`src/rtl/dcl_pkg.sv`:
```
package dcl_pkg;
  localparam int ADDR_W = 2;

  typedef enum logic [1:0] {
    TGT_BOTH = 2'd0,
    TGT_A    = 2'd1,
    TGT_B    = 2'd2
  } target_e;

  // A1 clear selects both channels; with A1 set, A0 picks B over A.
  function automatic target_e decode_target(input logic a1, input logic a0);
    if (!a1)     return TGT_BOTH;
    else if (a0) return TGT_B;
    else         return TGT_A;
  endfunction
endpackage

```
`src/rtl/dcl_sync.sv`:
```
module dcl_sync #(
  parameter int          W       = 4,
  parameter int          STAGES  = 2,
  parameter logic [W-1:0] RST_VAL = '0
) (
  input  logic         clk,
  input  logic         rst,
  input  logic [W-1:0] d_i,
  output logic [W-1:0] q_o
);
  logic [W-1:0] stg [STAGES];

  always_ff @(posedge clk) begin
    if (rst) stg[0] <= RST_VAL;
    else     stg[0] <= d_i;
  end

  for (genvar s = 1; s < STAGES; s++) begin : g_stage
    always_ff @(posedge clk) begin
      if (rst) stg[s] <= RST_VAL;
      else     stg[s] <= stg[s-1];
    end
  end

  assign q_o = stg[STAGES-1];
endmodule

```
`src/rtl/dcl_shifter.sv`:
```
module dcl_shifter #(
  parameter int FRAME_W = 14
) (
  input  logic               clk,
  input  logic               rst,
  input  logic               sclk_s,
  input  logic               sdi_s,
  input  logic               sel_n_s,
  output logic [FRAME_W-1:0] frame_o
);
  logic sclk_d;
  logic step;

  always_ff @(posedge clk) begin
    if (rst) sclk_d <= 1'b0;
    else     sclk_d <= sclk_s;
  end

  assign step = sclk_s && !sclk_d && !sel_n_s;

  always_ff @(posedge clk) begin
    if (rst)       frame_o <= '0;
    else if (step) frame_o <= {frame_o[FRAME_W-2:0], sdi_s};
  end


  no_shift_chk: assert property (@(posedge clk) disable iff (rst)
    sel_n_s |=> $stable(frame_o));


  shift_in_chk: assert property (@(posedge clk) disable iff (rst)
    (sclk_s && !sclk_d && !sel_n_s) |=>
      (frame_o[0] == $past(sdi_s) && frame_o[FRAME_W-1:1] == $past(frame_o[FRAME_W-2:0])));
endmodule

```
`src/rtl/dcl_outregs.sv`:
```
module dcl_outregs
  import dcl_pkg::*;
#(
  parameter int CODE_W  = 12,
  parameter int FRAME_W = CODE_W + ADDR_W
) (
  input  logic               clk,
  input  logic               rst,
  input  logic               load_n_s,
  input  logic [FRAME_W-1:0] frame_i,
  output logic [CODE_W-1:0]  code_a_o,
  output logic [CODE_W-1:0]  code_b_o
);
  target_e tgt;
  logic    wr_a, wr_b;

  assign tgt  = decode_target(frame_i[FRAME_W-1], frame_i[FRAME_W-2]);
  assign wr_a = !load_n_s && (tgt != TGT_B);
  assign wr_b = !load_n_s && (tgt != TGT_A);

  always_ff @(posedge clk) begin
    if (rst) begin
      code_a_o <= '0;
      code_b_o <= '0;
    end else begin
      if (wr_a) code_a_o <= frame_i[CODE_W-1:0];
      if (wr_b) code_b_o <= frame_i[CODE_W-1:0];
    end
  end


  hold_chk: assert property (@(posedge clk) disable iff (rst)
    load_n_s |=> ($stable(code_a_o) && $stable(code_b_o)));


  only_a_chk: assert property (@(posedge clk) disable iff (rst)
    (!load_n_s && frame_i[FRAME_W-1 -: 2] == 2'b10) |=> $stable(code_b_o));


  only_b_chk: assert property (@(posedge clk) disable iff (rst)
    (!load_n_s && frame_i[FRAME_W-1 -: 2] == 2'b11) |=> $stable(code_a_o));


  both_follow_chk: assert property (@(posedge clk) disable iff (rst)
    (!load_n_s && !frame_i[FRAME_W-1]) |=>
      (code_a_o == code_b_o && code_a_o == $past(frame_i[CODE_W-1:0])));
endmodule

```
`src/rtl/dual_code_loader.sv`:
```
module dual_code_loader
  import dcl_pkg::*;
#(
  parameter int CODE_W      = 12,
  parameter int SYNC_STAGES = 2
) (
  input  logic              clk,
  input  logic              rst,
  input  logic              sclk_i,
  input  logic              sdi_i,
  input  logic              sel_n_i,
  input  logic              load_n_i,
  output logic [CODE_W-1:0] code_a_o,
  output logic [CODE_W-1:0] code_b_o
);
  localparam int FRAME_W = CODE_W + ADDR_W;

  logic [3:0]         raw, synced;
  logic [FRAME_W-1:0] frame;

  assign raw = {load_n_i, sel_n_i, sdi_i, sclk_i};

  dcl_sync #(
    .W       (4),
    .STAGES  (SYNC_STAGES),
    .RST_VAL (4'b1100)
  ) u_sync (
    .clk (clk),
    .rst (rst),
    .d_i (raw),
    .q_o (synced)
  );

  dcl_shifter #(
    .FRAME_W (FRAME_W)
  ) u_shift (
    .clk     (clk),
    .rst     (rst),
    .sclk_s  (synced[0]),
    .sdi_s   (synced[1]),
    .sel_n_s (synced[2]),
    .frame_o (frame)
  );

  dcl_outregs #(
    .CODE_W  (CODE_W),
    .FRAME_W (FRAME_W)
  ) u_out (
    .clk      (clk),
    .rst      (rst),
    .load_n_s (synced[3]),
    .frame_i  (frame),
    .code_a_o (code_a_o),
    .code_b_o (code_b_o)
  );


  reset_zero_chk: assert property (@(posedge clk)
    rst |=> (code_a_o == '0 && code_b_o == '0));
endmodule

```
`config.mk`:
```
export PLATFORM = sky130hd
export DESIGN_NAME = dual_code_loader
export DESIGN_NICKNAME = d
export VERILOG_FILES = /design/src/rtl/dcl_pkg.sv /design/src/rtl/dcl_sync.sv /design/src/rtl/dcl_shifter.sv /design/src/rtl/dcl_outregs.sv /design/src/rtl/dual_code_loader.sv
export SDC_FILE = /design/constraint.sdc
export NUM_CORES = 1
export LEC_CHECK = 0
export ABC_CLOCK_PERIOD_IN_PS = 2400
export BUFFER_PORTS_ARGS = -buffer_cell sky130_fd_sc_hd__buf_2
export CORE_UTILIZATION = 25
export CTS_CLUSTER_DIAMETER = 120
export CTS_CLUSTER_SIZE = 16
export DETAILED_ROUTE_END_ITERATION = 6
export SYNTH_ARGS = -nofsm -noshare
export SYNTH_HDL_FRONTEND = slang
export SYNTH_SLANG_ARGS = --single-unit
```
`constraint.sdc`:
```
create_clock -name clk -period 2.4 [get_ports clk]
set_input_delay 0.48 -clock clk [delete_from_list [all_inputs] [get_ports clk]]
set_output_delay 0.48 -clock clk [all_outputs]
set_load 0.02 [all_outputs]
```
# Yosys cells after proc, flatten, opt, wreduce, memory -nomap -nowiden
# Memories as Yosys holds them, arrays and structs flattened.
# Cells that the tools add are included.
# totals
register_bits	39
mem_count	1
output_inout_bits	24
elab_cells	23
ram_bits	8
# classes
n_reduce_logical	7
n_eq_ne	2
bitwise_logic	2
n_mux	7
# memory_table
name	depth	width	read_ports	rd_clocked_by_memory_dff	write_ports	line	rtl
u_sync.stg	2	4	2	0	2	dcl_sync.sv:11	logic [W-1:0] stg [STAGES];
# op_table
operator	count
$mux 4	2
$logic_and 1x1->1	4
$mux 2	2
$logic_not 1->1	3
$mux 1	3
$ne 2x1->1 const B	1
$ne 2x2->1 const B	1
$or 1x1->1	2

# Longest topological paths before layout
# Gate-level depths: netlist (run 1).
# logic_depth
ltp_word	4
ltp_mapped	4

# Cells and area by module
# A second synthesis (run 1) with hierarchy kept.
# hier_totals
hier_cells	173
hier_area_um2	1879.3
# modules_own_cells
mod	area_each_um2	n_inst	cells_per_inst
dcl_outregs	1072.3	1	108
dcl_shifter	596.8	1	49
dcl_sync	210.2	1	16

# Worst setup path after synthesis (run 1)
# Ideal clock, no wire load.
# synth_timing
kind	input-to-reg
startpoint	input rst
endpoint	memory u_sync.stg[0][2]
arrival_time_ns	1.052
setup_ns	0.123
path_slack_ns	1.225
cell_stages	3
path_cell_list	clkbuf_1 buf_2 or2_2
# synth_lines
item	line	rtl
start: declaration	dual_code_loader.sv:8	input logic rst,
end: declaration	dcl_sync.sv:11	

# Worst setup path after layout (run 1)
# layout_timing
startpoint	register u_out.code_b_o[10]
endpoint	output code_b_o[10]
# layout_lines
item	line	rtl
start: declaration	dcl_outregs.sv:12	output logic [CODE_W-1:0] code_b_o
start signal: assignment	dcl_outregs.sv:27	if (wr_b) code_b_o <= frame_i[CODE_W-1:0];
end: declaration	dual_code_loader.sv:14	output logic [CODE_W-1:0] code_b_o
# No word-level cell between the ends.

==> results of run 1 <==
==> synthesized netlist by cell type <==
cell / n
a21o_1: 2
a21oi_1: 16
buf_2: 4
buf_6: 2
clkbuf_1: 3
dfxtp_1: 47
inv_2: 1
mux2i_1: 23
nand2_1: 30
nand2b_1: 24
nor2b_1: 5
nor3b_2: 1
or2_2: 4
or3b_2: 1
==> metrics by stage <==
stage          power (mW)  setup slack [ns]
2_1_floorplan       0.839              1.23
3_3_place_gp        0.848             0.895
3_5_place_dp        0.848             0.895
4_1_cts              1.44              1.07
5_1_grt              1.47              1.01
6_report             1.41              1.09
==> state kept, by name (all words and copies together) (netlist names) <==
signal / count
u_shift.frame_o: 14
u_out.code_a_o: 12
u_out.code_b_o: 12
u_sync.stg: 8
u_shift.sclk_d: 1
==> power breakdown <==
| group | leakage [nW] | switching (mW) | total [mW] | internal [mW] |
|---|---|---|---|---|
| combinational | 0.384 | 0.0223 | 0.0407 | 0.0184 |
| clock | 0.0612 | 0.247 | 0.584 | 0.337 |
| sequential | 0.380 | 0.00239 | 0.788 | 0.786 |
==> how the worst max path moves through the flow <==
| stage | endpoint | slack [ns] | cells after the start |
|---|---|---|---|
| 2_1_floorplan | u_sync.stg[0][2] | 1.23 | 3 |
| 3_5_place_dp | u_out.code_b_o[7] | 0.89 | 3 |
| 5_1_grt | u_out.code_b_o[8] | 1.01 | 3 |
| 6_report | code_b_o[10] | 1.09 | 1 |
| 4_1_cts | code_b_o[10] | 1.07 | 1 |
| 3_3_place_gp | u_out.code_b_o[8] | 0.89 | 3 |
==> cells by family (layout without fill, tap and decap cells) <==
family	count (synthesis)	in the layout	synth area share (%)
buf+inv	10	40	3.46
compound gates	18	18	5.71
flops	47	47	56.5
mux	23	23	13.8
simple gates	65	65	20.5
==> cell type report <==
| class | instances | area, um^2 |
|---|---|---|
| sequential | 47 | 941 |
| multi-input combinational | 106 | 666 |
| fill | 691 | 4400 |
| tap | 77 | 96.3 |
| timing repair buffer | 31 | 160 |
| inverter | 1 | 3.75 |
| clock buffer | 6 | 82.6 |
| clock inverter | 2 | 35.0 |
==> metal layers <==
| layer | share of wire (%) | routed length (um) | global-route usage, % | vias up |
|---|---|---|---|---|
| li1 | - | - | - | 588 |
| met3 | 2.9 | 90 | 2.97 | 5 |
| met4 | 1.8 | 56 | 4.16 | 0 |
| met1 | 51 | 1580 | 12.1 | 502 |
| met2 | 44 | 1380 | 14.6 | 23 |
| met5 | 0 | 0 | 0 | - |
==> impl_metrics.toml, run 1 <==
[yosys]
yosysWarnings = 0
synth_largest_type_area_fraction_pct = 56.5
synth_nets = 169
yosysTopAreaCell = "dfxtp_1"
synthesis.area_um2 = 1660
synth.top_cells.by_area = "dfxtp_1 57%, mux2i_1 14%, nand2b_1 9.0%, nand2_1 6.8%, a21oi_1 4.8%"
syn_inst = 163
seq_total_area_yosys_pct = 56.5
synth.ff_latch_count = 47
synth_cell_types = 14
syn_avg_cell_area_um2 = 10.2

[sta]
fin_hold_ws_ns = 0.368
fmax_mhz = 761
rsz0062_at_grt = "false"
fin_skew_ns = 0.00770
report.final.slew_viol_count = 0
fin_crit_ns = 1.31
final_hold_violations = 0
slew_headroom_pct = 55.0
timing_worst_slew_pin_value_ns = 0.676
finalSetupViolations = 0
setup_tns_ns = 0
period_share_pct = 54.7

[cells_and_area]
layout.cells.most_common_list = "47 x dfxtp_1, 30 x nand2_1, 29 x buf_2"
final_nets = 198
postLayoutCellArea_um2 = 1980
areaGrowthSynthToFinish_pct = 19.2
fin_cells = 270
mostFrequentLayoutCell = "dfxtp_1"
drive_gt1_share_pct = 23.8
n_antenna_cell = 0
postLayoutCoreUtil_pct = 31.1

[worst_setup_path]
crit_path_top_delay_cell = "dfxtp_1"
crit_arrival_ns = 0.83
critical_path_buffers_and_inverters = 1
cpPeakStageDelay_ns = 0.36
worstSetupPathType = "reg2out"
crit_chain = "buf_2"
worstPathMaxFanout = 2
timing.critical_path.from_type = "register"
worst_setup_path_startpoint = "u_out.code_b_o[10]"
regToRegSetupSlack_ns = 1.13
rr_startpoint = "u_shift.frame_o[12]"
worstReg2RegEnd = "u_out.code_b_o[9]"
required_ns = 1.92
timing.critical_path.max_delay_family = "flip-flops"
timing.reg2reg.worst_path_depth = 3
setup.worst_path.end_class = "primary output"

[floorplanning]
total_die_area_um2 = 6990
core_um2 = 6390
placement_rows = 29
fp.dieW_um = 83.6
floorplan.die.height_um = 83.6
start_util_pct = 26.1
top_level_pins = 30

[route]
antenna_left = 0
postRouteWirelength_um = 3100
first_iter_violations = 87
drc = 0
wl_per_cell_um = 11.5
drtPass1Iterations = 4
routed-via-count = 1118
routed_via_density = 4.14

[placed_design]
io_buffer_count = 29
dpl_cell_area_um2 = 1870
globalplace.congestion = 0.677
placed_cells = 262
detailedPlacementHpwl_um = 2060

[clock_network]
clk_root_buffer_cell = "clkbuf_8"
cts-htree-levels = 2
cts_tree = "yes"
cts.path.max_buffers = 2
cts-hold-fix-buffers = 0
path_clk_slew_ns = 0.08
tritoncts_num_sinks = 47
cts_post_setup_buffers_inserted = 0
cts-resized-gates = 0
number_of_buffers_added_by_the_clock_tree_synthesis_step = 5
clock_insertion_delay_worst_skew_ns = 0.29

[power]
vdd_drop_max_v = 0.000330
total_leakage_power_nw = 0.826
powerDensity_nw_per_um2 = 712

[global_route]
groute.usage.overall_pct = 9.44
number_of_global_route_vias_before_repair = 1073
first_pass_grt_wire_length_um = 5110
initial_antenna_violation_count = 0
globalRoute.totalOverflow = 0
grt_start_max_net_pins = 49

[worst_hold_path]
min_delay_worst_endpoint = "u_sync.stg[0][3]"
hold_depth = 2
worstHoldPathType = "in2reg"
worst_hold_startpoint = "load_n_i"

[run_status]
run_status = "finished clean"

[run]
drv_cap = 0
(Power assumes the default switching activity.)
==> inputs of run 2 (changes only) <==
--- a/config.mk
+++ b/config.mk
@@ -5,7 +5,7 @@
 export SDC_FILE = /design/constraint.sdc
 export NUM_CORES = 1
 export LEC_CHECK = 0
-export ABC_CLOCK_PERIOD_IN_PS = 2400
+export ABC_CLOCK_PERIOD_IN_PS = 1280
 export BUFFER_PORTS_ARGS = -buffer_cell sky130_fd_sc_hd__buf_2
 export CORE_UTILIZATION = 25
 export CTS_CLUSTER_DIAMETER = 120
==> constraint.sdc (replaced) <==
create_clock -name clk -period 1.28 [get_ports clk]
set_input_delay 0.256 -clock clk [delete_from_list [all_inputs] [get_ports clk]]
set_output_delay 0.256 -clock clk [all_outputs]
set_load 0.02 [all_outputs]
==> impl_metrics.toml, run 2 (same netlist as run 1, synthesis figures left out) <==
[run_status]
run_status = "finished clean"

[global_route]
first_pass_grt_wire_length_um = 5240
global_route.usage.met1_pct = 12.4
initial_antenna_violation_count = 0
grt_start_max_net_pins = 41
number_of_global_route_vias_before_repair = 1045
globalRoute.totalOverflow = 0
grt_most_used_layer = "met2"
grt_util_met2_pct = 14.0
grt_util_met3_pct = 3.36
groute.usage.overall_pct = 9.51

[clock_network]
clk_root_buffer_cell = "clkbuf_8"
tritoncts_num_sinks = 47
number_of_buffers_added_by_the_clock_tree_synthesis_step = 5
cts.path.max_buffers = 2
cts-hold-fix-buffers = 0
clock_insertion_delay_worst_skew_ns = 0.29
cts-htree-levels = 2
path_clk_slew_ns = 0.08
cts-resized-gates = 1
cts_post_setup_buffers_inserted = 0
cts_tree = "yes"

[sta]
fin_crit_ns = 1.12
final_hold_violations = 0
period_share_pct = 87.7
fmax_mhz = 891
setup_tns_ns = 0
final_critical_path_setup_slack_ns = 0.158
timing_worst_slew_pin_value_ns = 0.580
report.final.slew_viol_count = 0
rsz0062_at_grt = "false"
fin_skew_ns = 0.00423
slew_headroom_pct = 61.3
finalSetupViolations = 0
fin_hold_ws_ns = 0.142

[power]
total_leakage_power_nw = 0.842
powerDensity_nw_per_um2 = 1250
switching_share_pct = 20.4
comb_power_share_pct = 3.5
internal-power_mw = 2.01
vdd_drop_max_v = 0.000351
clock_power_share_pct = 38.0
power.share.sequential_pct = 58.5
power_switching_mw = 0.514

[floorplanning]
fp.dieW_um = 83.6
total_die_area_um2 = 6990
top_level_pins = 30
placement_rows = 29
core_um2 = 6390
floorplan.die.height_um = 83.6
start_util_pct = 26.1

[run]
drv_cap = 0

[worst_setup_path]
required_ns = 1.46
timing.critical_path.from_type = "register"
worstSetupPathType = "reg2reg"
crit_arrival_ns = 1.31
worstPathMaxFanout = 3
setup.worst_path.end_class = "register"

[cells_and_area]
mostFrequentLayoutCell = "dfxtp_1"
largest_registers = "u_shift.frame_o (14), u_out.code_a_o (12), u_out.code_b_o (12)"
layout.cells.most_common_list = "47 x dfxtp_1, 30 x nand2_1, 29 x buf_2"
nFillCells = 680
areaGrowthSynthToFinish_pct = 21.3
drive_gt1_share_pct = 25.8
final_nets = 203
top_register = "u_shift.frame_o"
largest_reg_flops = 14
n_antenna_cell = 0

[route]
drtPass1Iterations = 4
routed-via-count = 1146
antenna_left = 0
first_iter_violations = 44
wl_per_cell_um = 11.4
postRouteWirelength_um = 3130
routed_via_density = 4.17
drc = 0

[placed_design]
globalplace.congestion = 0.683
place_ws_ns = 0.00413
detailedPlacementHpwl_um = 2120
io_buffer_count = 29

[worst_hold_path]
worstHoldPathType = "in2reg"
[run 2: cell types whose count changed in the layout (fill, tap and decap cells not counted)]
cell / delta
bufinv_16: -1
a21o_1: -1
clkinv_2: -1
clkbuf_8: +1
clkbuf_1: +1
buf_4: +4
a21o_2: +1
buf_12: +1
[run 2: power by group through the flow]
stage,Sequential [mW],Clock (mW),Combinational (mW)
finish,1.48,0.959,0.0884
global route,1.48,1.04,0.0973
CTS,1.48,0.987,0.0900
detailed placement,1.51,0,0.0900
global placement,1.51,0,0.0907
floorplan,1.51,0,0.0622
[run 2: critical path: stages, from the launching register on]
cell	delay (ns)
dfxtp_1	0.35
or3b_2	0.49
nand2_1	0.10
a21oi_1	0.07
[run 2: cell type report]
type	instances	area, um^2	share of cell area, %
clock buffer	8	100	4.96
sequential	47	941	46.6
multi-input combinational	106	667	33.0
inverter	1	3.75	0.186
tap	77	96.3	4.77
timing repair buffer	36	210	10.4
[run 2: worst paths after layout]
check	cells past startpoint	slack [ns]	to	from
worst min-delay path	2	0.14	u_sync.stg[0][2]	sel_n_i
worst max-delay path	3	0.16	u_shift.frame_o[13]	u_sync.stg[1][0]
worst max register to register	3	0.16	u_shift.frame_o[13]	u_sync.stg[1][0]
worst min register to register	1	0.42	u_sync.stg[1][2]	u_sync.stg[0][2]
[run 2: per-stage QoR]
stage | instance area [um^2] | instances | utilization, % | total power [mW]
after floorplan | 1660 | 163 | - | 1.57
after global placement | 1920 | 267 | 30.0 | 1.60
after detailed placement | 1920 | 267 | 30.0 | 1.60
after CTS | 2020 | 275 | 31.6 | 2.55
after global routing | 2020 | 275 | 31.6 | 2.62
final | 2020 | 275 | 31.6 | 2.52
[run 2: per-layer routing]
layer	wire length [um]	up-vias
met4	51	0
met5	0	-
met3	147	6
met1	1580	526
met2	1350	22
li1	-	592
==> inputs of run 3 (changes only) <==
--- a/config.mk
+++ b/config.mk
@@ -11,6 +11,8 @@
 export CTS_CLUSTER_DIAMETER = 120
 export CTS_CLUSTER_SIZE = 16
 export DETAILED_ROUTE_END_ITERATION = 6
+export PLACE_DENSITY_LB_ADDON = 0.08
 export SYNTH_ARGS = -nofsm -noshare
 export SYNTH_HDL_FRONTEND = slang
 export SYNTH_SLANG_ARGS = --single-unit
+export TNS_END_PERCENT = 10
==> impl_metrics.toml, run 3 (same netlist as run 1, synthesis figures left out) <==
[worst_setup_path]
worstPathMaxFanout = 12
critical_path.endpoint = "u_out.code_b_o[10]"
timing.reg2reg.worst_path_depth = 4
crit_path_top_delay_cell = "dfxtp_1"
regToRegSetupSlack_ns = 0.19
required_ns = 1.45
rr_startpoint = "u_shift.frame_o[12]"
worst_setup_path_startpoint = "u_shift.frame_o[12]"
timing.critical_path.from_type = "register"
setup.worst_path.end_class = "register"
crit_chain = "inv_2 > a21o_1 > buf_4 > mux2i_1"
worstReg2RegEnd = "u_out.code_b_o[10]"
cpPeakStageDelay_ns = 0.41
worstSetupPathType = "reg2reg"
crit_arrival_ns = 1.26

[placed_design]
place_ws_ns = 0.0937
dpl_cell_area_um2 = 1930
detailedPlacementHpwl_um = 2120
placed_cells = 266
io_buffer_count = 29
globalplace.congestion = 0.662

[route]
met2WireLength_um = 1390
antenna_left = 0
routed_via_density = 4.15
wl_met3_um = 170
postRouteWirelength_um = 3180
first_iter_violations = 41
wl_per_cell_um = 11.6
met1_length_um = 1570
max_used_layer = "met4"
drtPass1Iterations = 4
drc = 0
routed-via-count = 1136

[power]
power.share.sequential_pct = 58.1
switching_share_pct = 20.8
internal-power_mw = 2.01
comb_power_share_pct = 3.7
total_leakage_power_nw = 0.846
powerDensity_nw_per_um2 = 1250
clock_power_share_pct = 38.1
power_switching_mw = 0.528
vdd_drop_max_v = 0.000418

[floorplanning]
total_die_area_um2 = 6990
top_level_pins = 30
placement_rows = 29
floorplan.die.height_um = 83.6
core_um2 = 6390
fp.dieW_um = 83.6
start_util_pct = 26.1

[global_route]
globalRoute.totalOverflow = 0
groute.usage.overall_pct = 9.64
grt_start_max_net_pins = 36
number_of_global_route_vias_before_repair = 1091
first_pass_grt_wire_length_um = 5310
initial_antenna_violation_count = 0

[cells_and_area]
n_antenna_cell = 0
drive_gt1_share_pct = 25.4
postLayoutCellArea_um2 = 2040
top_register = "u_shift.frame_o"
postLayoutCoreUtil_pct = 31.9
mostFrequentLayoutCell = "dfxtp_1"
largest_reg_flops = 14
layout.cells.most_common_list = "47 x dfxtp_1, 30 x nand2_1, 29 x buf_2"
final_nets = 202
fin_cells = 274
areaGrowthSynthToFinish_pct = 22.5
largest_registers = "u_shift.frame_o (14), u_out.code_a_o (12), u_out.code_b_o (12)"

[sta]
rsz0062_at_grt = "false"
fin_skew_ns = 0.00750
final_critical_path_setup_slack_ns = 0.188
finalSetupViolations = 0
setup_tns_ns = 0
fin_crit_ns = 1.09
final_hold_violations = 0
period_share_pct = 85.3
report.final.slew_viol_count = 0
fmax_mhz = 916
timing_worst_slew_pin_value_ns = 0.552
slew_headroom_pct = 63.2

[clock_network]
clk_root_buffer_cell = "clkbuf_8"
tritoncts_num_sinks = 47
cts_tree = "yes"
cts-htree-levels = 2
clock_insertion_delay_worst_skew_ns = 0.29
number_of_buffers_added_by_the_clock_tree_synthesis_step = 5
cts_post_setup_buffers_inserted = 0
cts-resized-gates = 0
cts.path.max_buffers = 2
path_clk_slew_ns = 0.08
cts-hold-fix-buffers = 0

[worst_hold_path]
worstHoldPathType = "in2reg"

[run]
drv_cap = 0

[run_status]
run_status = "finished clean"
run 3: cell count changes in the layout (fill, tap and decap cells not counted), sizes merged:
cell and delta:
buf -1, clkbuf -1, clkinvlp +1
run 3: worst min path at each step:
stage,from,endpoint,slack (ns),depth (start not counted)
after floorplan,sel_n_i,u_sync.stg[0][2],0.36,1
after global placement,u_sync.stg[0][3],u_sync.stg[1][3],0.39,1
after detailed placement,u_sync.stg[0][3],u_sync.stg[1][3],0.40,1
after CTS,sel_n_i,u_sync.stg[0][2],0.12,2
after global routing,sel_n_i,u_sync.stg[0][2],0.13,2
final,sel_n_i,u_sync.stg[0][2],0.14,2
run 3: metrics by stage:
step | hold slack (ns) | total power [mW]
detailed placement | 0.399 | 1.61
finish | 0.140 | 2.54
global placement | 0.395 | 1.61
floorplan | 0.360 | 1.57
global route | 0.126 | 2.67
CTS | 0.123 | 2.60
run 3: layout make-up:
cell class	instances	area, um^2
clock inverters	1	7.51
inverters	1	3.75
flip-flops and latches	47	941
repair buffers	35	228
multi-input cells	106	666
well taps	77	96.3
fillers	688	4350
clock buffers	7	96.3
run 3: routing by layer:
layer	up-vias	track usage [%]
li1	593	-
met1	516	12.0
met2	22	14.9
met3	5	3.66
met4	0	4.16
met5	-	0
run 3: worst max-delay path, delay by kind of cell (launching register included):
| family | cells | cell delay [ns] |
|---|---|---|
| buffers and inverters | 2 | 0.24 |
| DFF | 1 | 0.41 |
| AOI/OAI and AO/OA | 1 | 0.17 |
| muxes | 1 | 0.14 |
run 3: power by group through the flow:
stage / combinational (mW) / clock [mW] / sequential, mW
after global placement: 0.0961 / 0 / 1.51
after floorplan: 0.0622 / 0 / 1.51
after global routing: 0.103 / 1.08 / 1.48
after CTS: 0.0968 / 1.02 / 1.48
after detailed placement: 0.0970 / 0 / 1.51
final: 0.0943 / 0.969 / 1.48
